<file path="src/rtl/psat_pkg.sv">
package psat_pkg;

  typedef enum logic [2:0] {
    OP_ADD  = 3'd0,
    OP_ADDS = 3'd1,
    OP_ADDU = 3'd2,
    OP_SUB  = 3'd3,
    OP_SUBS = 3'd4,
    OP_SUBU = 3'd5,
    OP_CEQ  = 3'd6,
    OP_CGT  = 3'd7
  } psat_op_e;

  typedef enum logic [1:0] {
    LW_B8  = 2'd0,
    LW_B16 = 2'd1,
    LW_B32 = 2'd2,
    LW_BAD = 2'd3
  } psat_lw_e;

  localparam int unsigned NUM_WIDTHS = 3;

  function automatic logic is_clamp_op(psat_op_e op);
    return (op == OP_ADDS) || (op == OP_ADDU) || (op == OP_SUBS) || (op == OP_SUBU);
  endfunction

  function automatic logic is_cmp_op(psat_op_e op);
    return (op == OP_CEQ) || (op == OP_CGT);
  endfunction

endpackage

</file>
<file path="src/rtl/psat_lane.sv">
module psat_lane
  import psat_pkg::*;
#(
  parameter int unsigned LW = 8
) (
  input  logic [LW-1:0] a_i,
  input  logic [LW-1:0] b_i,
  input  psat_op_e      op_i,
  output logic [LW-1:0] res_o,
  output logic          sat_o
);

  localparam logic [LW-1:0] S_MAX = {1'b0, {(LW-1){1'b1}}};
  localparam logic [LW-1:0] S_MIN = {1'b1, {(LW-1){1'b0}}};

  // signed add/sub on LW+1 bits; top bit of the return is the clamp event
  function automatic logic [LW:0] f_signed(logic [LW-1:0] a, logic [LW-1:0] b, logic sub);
    logic [LW:0] ext;
    logic        ovf;
    ext = sub ? ({a[LW-1], a} - {b[LW-1], b}) : ({a[LW-1], a} + {b[LW-1], b});
    ovf = ext[LW] ^ ext[LW-1];
    if (ovf) return {1'b1, (ext[LW] ? S_MIN : S_MAX)};
    return {1'b0, ext[LW-1:0]};
  endfunction

  // unsigned add/sub; carry or borrow out forces the limit
  function automatic logic [LW:0] f_unsigned(logic [LW-1:0] a, logic [LW-1:0] b, logic sub);
    logic [LW:0] ext;
    ext = sub ? ({1'b0, a} - {1'b0, b}) : ({1'b0, a} + {1'b0, b});
    if (ext[LW]) return {1'b1, (sub ? {LW{1'b0}} : {LW{1'b1}})};
    return {1'b0, ext[LW-1:0]};
  endfunction

  logic [LW:0] s_add, s_sub, u_add, u_sub;

  assign s_add = f_signed(a_i, b_i, 1'b0);
  assign s_sub = f_signed(a_i, b_i, 1'b1);
  assign u_add = f_unsigned(a_i, b_i, 1'b0);
  assign u_sub = f_unsigned(a_i, b_i, 1'b1);

  always_comb begin
    res_o = '0;
    sat_o = 1'b0;
    case (op_i)
      OP_ADD:  res_o = a_i + b_i;
      OP_SUB:  res_o = a_i - b_i;
      OP_ADDS: {sat_o, res_o} = s_add;
      OP_SUBS: {sat_o, res_o} = s_sub;
      OP_ADDU: {sat_o, res_o} = u_add;
      OP_SUBU: {sat_o, res_o} = u_sub;
      OP_CEQ:  res_o = (a_i == b_i) ? '1 : '0;
      OP_CGT:  res_o = ($signed(a_i) > $signed(b_i)) ? '1 : '0;
      default: res_o = '0;
    endcase
  end

endmodule

</file>
<file path="src/rtl/psat_slice.sv">
module psat_slice
  import psat_pkg::*;
#(
  parameter int unsigned DW = 64,
  parameter int unsigned LW = 8
) (
  input  logic [DW-1:0] a_i,
  input  logic [DW-1:0] b_i,
  input  psat_op_e      op_i,
  output logic [DW-1:0] res_o,
  output logic          sat_any_o
);

  localparam int unsigned NL = DW / LW;

  logic [NL-1:0] lane_sat;

  for (genvar l = 0; l < NL; l++) begin : g_lane
    psat_lane #(.LW(LW)) u_lane (
      .a_i   (a_i[l*LW +: LW]),
      .b_i   (b_i[l*LW +: LW]),
      .op_i  (op_i),
      .res_o (res_o[l*LW +: LW]),
      .sat_o (lane_sat[l])
    );
  end

  assign sat_any_o = |lane_sat;

endmodule

</file>
<file path="src/rtl/psat_decode.sv">
module psat_decode
  import psat_pkg::*;
(
  input  psat_op_e op_i,
  input  psat_lw_e width_i,
  output logic     illegal_o
);

  always_comb begin
    case (width_i)
      LW_B8, LW_B16: illegal_o = 1'b0;
      LW_B32:        illegal_o = is_clamp_op(op_i);
      default:       illegal_o = 1'b1;
    endcase
  end

endmodule

</file>
<file path="src/rtl/psat_addsub.sv">
module psat_addsub
  import psat_pkg::*;
#(
  parameter int unsigned DATA_W   = 64,
  parameter int unsigned LANE_MIN = 8,
  parameter bit          REG_OUT  = 1'b1
) (
  input  logic              clk,
  input  logic              rst_n,
  input  logic              in_valid,
  input  logic [2:0]        op_i,
  input  logic [1:0]        width_i,
  input  logic [DATA_W-1:0] a_i,
  input  logic [DATA_W-1:0] b_i,
  output logic              out_valid,
  output logic [DATA_W-1:0] result_o,
  output logic              illegal_o
);

  localparam int unsigned NBYTES = DATA_W / 8;

  psat_op_e          op_e;
  psat_lw_e          lw_e;
  logic              dec_illegal;
  logic [DATA_W-1:0] slice_res [NUM_WIDTHS];
  logic              slice_sat [NUM_WIDTHS];
  logic [DATA_W-1:0] comb_res;
  logic              comb_sat;   // a lane of the selected width hit a limit

  assign op_e = psat_op_e'(op_i);
  assign lw_e = psat_lw_e'(width_i);

  psat_decode u_decode (
    .op_i      (op_e),
    .width_i   (lw_e),
    .illegal_o (dec_illegal)
  );

  for (genvar g = 0; g < NUM_WIDTHS; g++) begin : g_width
    psat_slice #(.DW(DATA_W), .LW(LANE_MIN << g)) u_slice (
      .a_i       (a_i),
      .b_i       (b_i),
      .op_i      (op_e),
      .res_o     (slice_res[g]),
      .sat_any_o (slice_sat[g])
    );
  end

  always_comb begin
    comb_res = '0;
    comb_sat = 1'b0;
    if (!dec_illegal) begin
      for (int g = 0; g < NUM_WIDTHS; g++) begin
        if (width_i == 2'(g)) begin
          comb_res = slice_res[g];
          comb_sat = slice_sat[g];
        end
      end
    end
  end

  function automatic logic has_byte(logic [DATA_W-1:0] v, logic [7:0] x);
    for (int i = 0; i < NBYTES; i++) if (v[i*8 +: 8] == x) return 1'b1;
    return 1'b0;
  endfunction

  if (REG_OUT) begin : g_reg
    logic              q_vld, q_ill, q_sat;
    logic [DATA_W-1:0] q_res;
    psat_op_e          q_op;

    always_ff @(posedge clk or negedge rst_n) begin
      if (!rst_n) begin
        q_vld <= 1'b0;
        q_ill <= 1'b0;
        q_sat <= 1'b0;
        q_res <= '0;
        q_op  <= OP_ADD;
      end else begin
        q_vld <= in_valid;
        if (in_valid) begin
          q_ill <= dec_illegal;
          q_sat <= comb_sat;
          q_res <= comb_res;
          q_op  <= op_e;
        end
      end
    end

    assign out_valid = q_vld;
    assign result_o  = q_res;
    assign illegal_o = q_ill;

    AST_VALID_RISE: assert property (@(posedge clk) disable iff (!rst_n)
      in_valid |=> out_valid);
    AST_VALID_FALL: assert property (@(posedge clk) disable iff (!rst_n)
      !in_valid |=> !out_valid);
    AST_RESULT_HOLD: assert property (@(posedge clk) disable iff (!rst_n)
      !in_valid |=> $stable(result_o) && $stable(illegal_o));
    AST_BAD_WIDTH_FLAG: assert property (@(posedge clk) disable iff (!rst_n)
      (in_valid && width_i == 2'd3) |=> illegal_o);
    AST_ILLEGAL_ZERO: assert property (@(posedge clk) disable iff (!rst_n)
      illegal_o |-> (result_o == '0));
    AST_SIGNED_LIMIT: assert property (@(posedge clk) disable iff (!rst_n)
      (out_valid && q_sat && (q_op == OP_ADDS || q_op == OP_SUBS))
        |-> (has_byte(result_o, 8'h7F) || has_byte(result_o, 8'h80)));
    AST_UADD_CEIL: assert property (@(posedge clk) disable iff (!rst_n)
      (out_valid && q_sat && q_op == OP_ADDU) |-> has_byte(result_o, 8'hFF));
    AST_USUB_FLOOR: assert property (@(posedge clk) disable iff (!rst_n)
      (out_valid && q_sat && q_op == OP_SUBU) |-> has_byte(result_o, 8'h00));

    for (genvar k = 0; k < NBYTES; k++) begin : g_cmp_chk
      AST_CMP_WHOLE_BYTE: assert property (@(posedge clk) disable iff (!rst_n)
        (out_valid && !illegal_o && is_cmp_op(q_op))
          |-> (result_o[k*8 +: 8] == 8'h00 || result_o[k*8 +: 8] == 8'hFF));
    end
  end else begin : g_comb
    assign out_valid = in_valid;
    assign result_o  = comb_res;
    assign illegal_o = dec_illegal;
  end

endmodule

</file>
<file path="config.mk">
export PLATFORM = sky130hd
export DESIGN_NAME = psat_addsub
export DESIGN_NICKNAME = d
export VERILOG_FILES = /design/src/rtl/psat_pkg.sv /design/src/rtl/psat_lane.sv /design/src/rtl/psat_slice.sv /design/src/rtl/psat_decode.sv /design/src/rtl/psat_addsub.sv
export SDC_FILE = /design/constraint.sdc
export NUM_CORES = 1
export LEC_CHECK = 0
export BUFFER_PORTS_ARGS = -buffer_cell sky130_fd_sc_hd__buf_2
export CELL_PAD_IN_SITES_DETAIL_PLACEMENT = 0
export CELL_PAD_IN_SITES_GLOBAL_PLACEMENT = 2
export CORE_MARGIN = 2
export CORE_UTILIZATION = 25
export DETAILED_ROUTE_END_ITERATION = 6
export PLACE_DENSITY = 0.61
export SLEW_MARGIN = 20
export SYNTH_ARGS = -nofsm -noshare
export SYNTH_HDL_FRONTEND = slang
export SYNTH_SLANG_ARGS = --single-unit
</file>
<file path="constraint.sdc">
create_clock -name clk -period 3.2 [get_ports clk]
set_input_delay 0.16 -clock clk [delete_from_list [all_inputs] [get_ports clk]]
set_output_delay 0.16 -clock clk [all_outputs]
set_load 0.03 [all_outputs]
</file>
==> results.md <==
- Post-synthesis register bit count: 66
- Mapped cell area: 25700 µm²
- Setup CP Type: primary input to flip-flop
- Hold Fails Final Rpt: 0
- Cell Chain, Critical Path: clkbuf_4 > inv_1 > nor3_4 > buf_12 > buf_8 > nor2_1 > xnor2_1 > ha_1 > and3_1 > a221o_1 > a2111o_1 > o221ai_4 > o21ai_2 > a21o_1 > a31oi_1 > xnor2_1 > nor3_2 > nor3_2
- Register Area: 1650 µm²
- Placed Cells: 6874
- First-pass GRT wire length: 265000 µm
- EDFF count, synth: 0
- Net Switching: 0.00727 W
- Clk buf depth: 2
- Die Span X: 325 µm
- Area taken by multi-input logic gates: 25800 µm²
- Synth async-reset ratio: 100%
- Slew margin rel.: 17.6%
- Hold depth: 1
- Crit path capture type: flip-flop
- GPL Wtd Cong: 1.01
- Final slew viol count: 0
- CP Data Arrival Time: 3.83 ns
- Synth Warn #: 0
- Wire length per cell: 26.5 µm
- Post-route DRC: 0
- Vias: 38800
- Clock group share of total power: 9.4%
- Final setup margin: -0.377 ns
- Clk sinks: 66
- LEAKAGE: 20.6 nW
- Highest-delay cell along the critical path: a2111o_1
- Clk_skew: 0 ns
- Yosys top cell area share: 9.53%
- Worst-path clk slew: 0.06 ns
- Post-route insts no fill: 7024
- Leading area contributor after synthesis: ha_1
- CP bufs+invs: 4
- CTS tree: done
- Detailed Route Iter0 Violations: 3586
- Io pins: 202
- Part of the Yosys area used for sequential elements: 6.42%
- Core Area: 102000 µm²
- Avg Inst Size Synth: 6.67 µm²
- Logic pwr share: 82.9%
- Layout overhead on the synthesized area: 77.4%
- Largest net degree at the start of global routing: 47
- Slowest cell delay on critical path: 0.46 ns
- Fin crit period: 3.58 ns
- Die Ht: 325 µm
- FILL cells: 10800
- Family with the most delay on the worst path: compound AO/OA/AOI/OAI gates
- Most frequent cell after synthesis: a21oi_1
- Vias in the first global route: 38500
- PD cells: 313 nW/µm²
- Cts bufs inserted: 9
- Sequential group share of total power: 7.7%
- Synth top area cells: ha_1 (9.5%), xnor2_1 (9.0%), a21oi_1 (8.9%)
- Fmax: 280 MHz
- Cells after Synth: 3855
- TNS Setup: -6.52 ns
- Internal power: 0.00700 W
- # port buffers: 201
- Dominant synthesized flop cell: dfrtp_1
- DP HPWL: 155000 µm
- Design Area, Final: 45600 µm²
- Status: finished, violations left
- FP Rows: 117
- Post-Route WL: 186000 µm
- Data required, critical path: 3.45 ns
- Clk_lat worst skew: 0.40 ns
- Total GRT Usage: 33.8%
- Startpoint Class: primary input
- H-tree depth: 3
- Routed Antenna Nets: 0
- FF-to-FF path depth: 5
- Peak VDD IR: 0.273 mV
- Syn Nets: 4205
- Critical path depth in cells: 18
- Initial antenna violation count: 3
- Total grt overflow: 0
- Max-cap violations: 0
- 1st-pass router iterations: 6
- Failing checks: setup timing
- Starting Density: 25.2%
- Die footprint: 105000 µm²
- Tcrit/Tclk final: 112%
- Share of post-route cells with drive strength above 1: 45.8%
- Via density per instance: 5.52
- Fin nets: 5999
- Hold Crit Class: primary input to flip-flop
- Crit-path max FO: 14
- Top post-synthesis cells by count: a21oi_1 (459), nor2_1 (367), nand2_1 (315)
- Final setup vio count: 39
- RSZ-0062 raised after global routing: yes
- Post-Place Cell Area: 40600 µm²
- Slew @ Worst Pin: 1.23 ns
- Sw Share: 51.0%
- Unique masters post-synth: 117
- CTS root buffer: clkbuf_16
==> final cells by class <==
type	instances	area share (%)
diodes	2	0.0110
clock buffers	9	0.494
clock inverters	7	0.271
inverters	193	1.64
multi-input cells	3379	56.6
flip-flops and latches	66	3.62
well taps	1368	3.75
repair buffers	2000	33.6
==> per-layer routing <==
| layer | part of all wire [%] | global-route usage, % | up-vias |
|---|---|---|---|
| met2 | 46 | 55.8 | 1514 |
| met5 | 0.0070 | 0 | - |
| li1 | - | - | 18100 |
| met4 | 5.9 | 16.6 | 2 |
| met3 | 5.5 | 3.49 | 411 |
| met1 | 43 | 43.8 | 18800 |
==> power by group through the flow <==
stage	Sequential (W)	Clock [W]	Combinational, W
2_1_floorplan	0.00129	0	0.00454
3_3_place_gp	0.00111	0	0.0104
3_5_place_dp	0.00111	0	0.0104
4_1_cts	0.00110	0.00138	0.0111
5_1_grt	0.00110	0.00139	0.0125
6_report	0.00109	0.00135	0.0118
==> metrics by stage <==
step / setup slack, ns / hold WS [ns] / utilization [%] / total power, W
finish: -0.377 / 0.173 / 44.8 / 0.0143
detailed placement: -1.09 / 0.287 / 39.9 / 0.0115
floorplan: -0.501 / -0.136 / - / 0.00583
global placement: -1.16 / 0.277 / 39.9 / 0.0115
CTS: -0.420 / 0.155 / 42.8 / 0.0135
global route: -0.505 / 0.184 / 44.8 / 0.0149
==> cells in the final DEF, fill, tap and decap left out, types with 30 or more instances in the layout <==
master,instances
o31ai_1,37
nand3_1,67
o21a_1,42
o22ai_1,33
nor2_1,324
o211ai_1,50
nor2b_1,54
o21bai_1,37
a31oi_1,55
nand4_1,52
ha_1,166
dfrtp_1,66
o21ai_1,44
xnor2_1,247
inv_1,151
a21oi_2,57
buf_4,1678
a21oi_1,393
buf_2,186
nand2_1,290
o21ai_0,251
nand2b_1,48
a21o_1,90
nor4_1,30
nor3_1,58
buf_6,99
xor2_1,39
==> cell families after synthesis <==
| group | after synthesis | share of synthesized area [%] |
|---|---|---|
| DFF | 66 | 6.42 |
| buffers and inverters | 410 | 6.40 |
| and+or+nand+nor | 1203 | 22.5 |
| muxes | 24 | 1.05 |
| xor gates and xnor gates | 305 | 10.4 |
| adders and majority gates | 221 | 11.2 |
| AOI/OAI and AO/OA | 1626 | 42.0 |
==> timing repair <==
| item | 4_1_cts | 5_1_grt |
|---|---|---|
| pin swaps | 207 | 239 |
| hold buffers | 1 | 0 |
| endpoints found under the setup margin | 64 | 64 |
| resized for setup | 415 | 361 |
| buffers inserted | 86 | 69 |
| hold endpoints to repair | 41 | 0 |
==> worst register-to-register path: cells and delay by family (launching register included) <==
family          cells  cell delay, ns
simple gates        3            0.79
compound gates      1            0.31
flops               1            0.40
buf+inv             1            0.20
==> sequential cells by signal (all words and copies together), names as in the netlist <==
name,cells
result_o,64
illegal_o,1
out_valid,1
==> worst paths after layout <==
path / from / to / slack, ns
setup reg to reg: result_o[60]$_DFFE_PN0P_ / result_o[60]$_DFFE_PN0P_ / 1.35
hold / removal: in_valid / out_valid$_DFF_PN0_ / 0.17
min in group asynchronous: rst_n / result_o[60]$_DFFE_PN0P_ / 0.37
hold reg to reg: result_o[34]$_DFFE_PN0P_ / result_o[34]$_DFFE_PN0P_ / 0.49
max in group asynchronous: rst_n / result_o[55]$_DFFE_PN0P_ / 2.03
setup / recovery: op_i[1] / result_o[60]$_DFFE_PN0P_ / -0.38
Power figures use the tool's default switching activity.
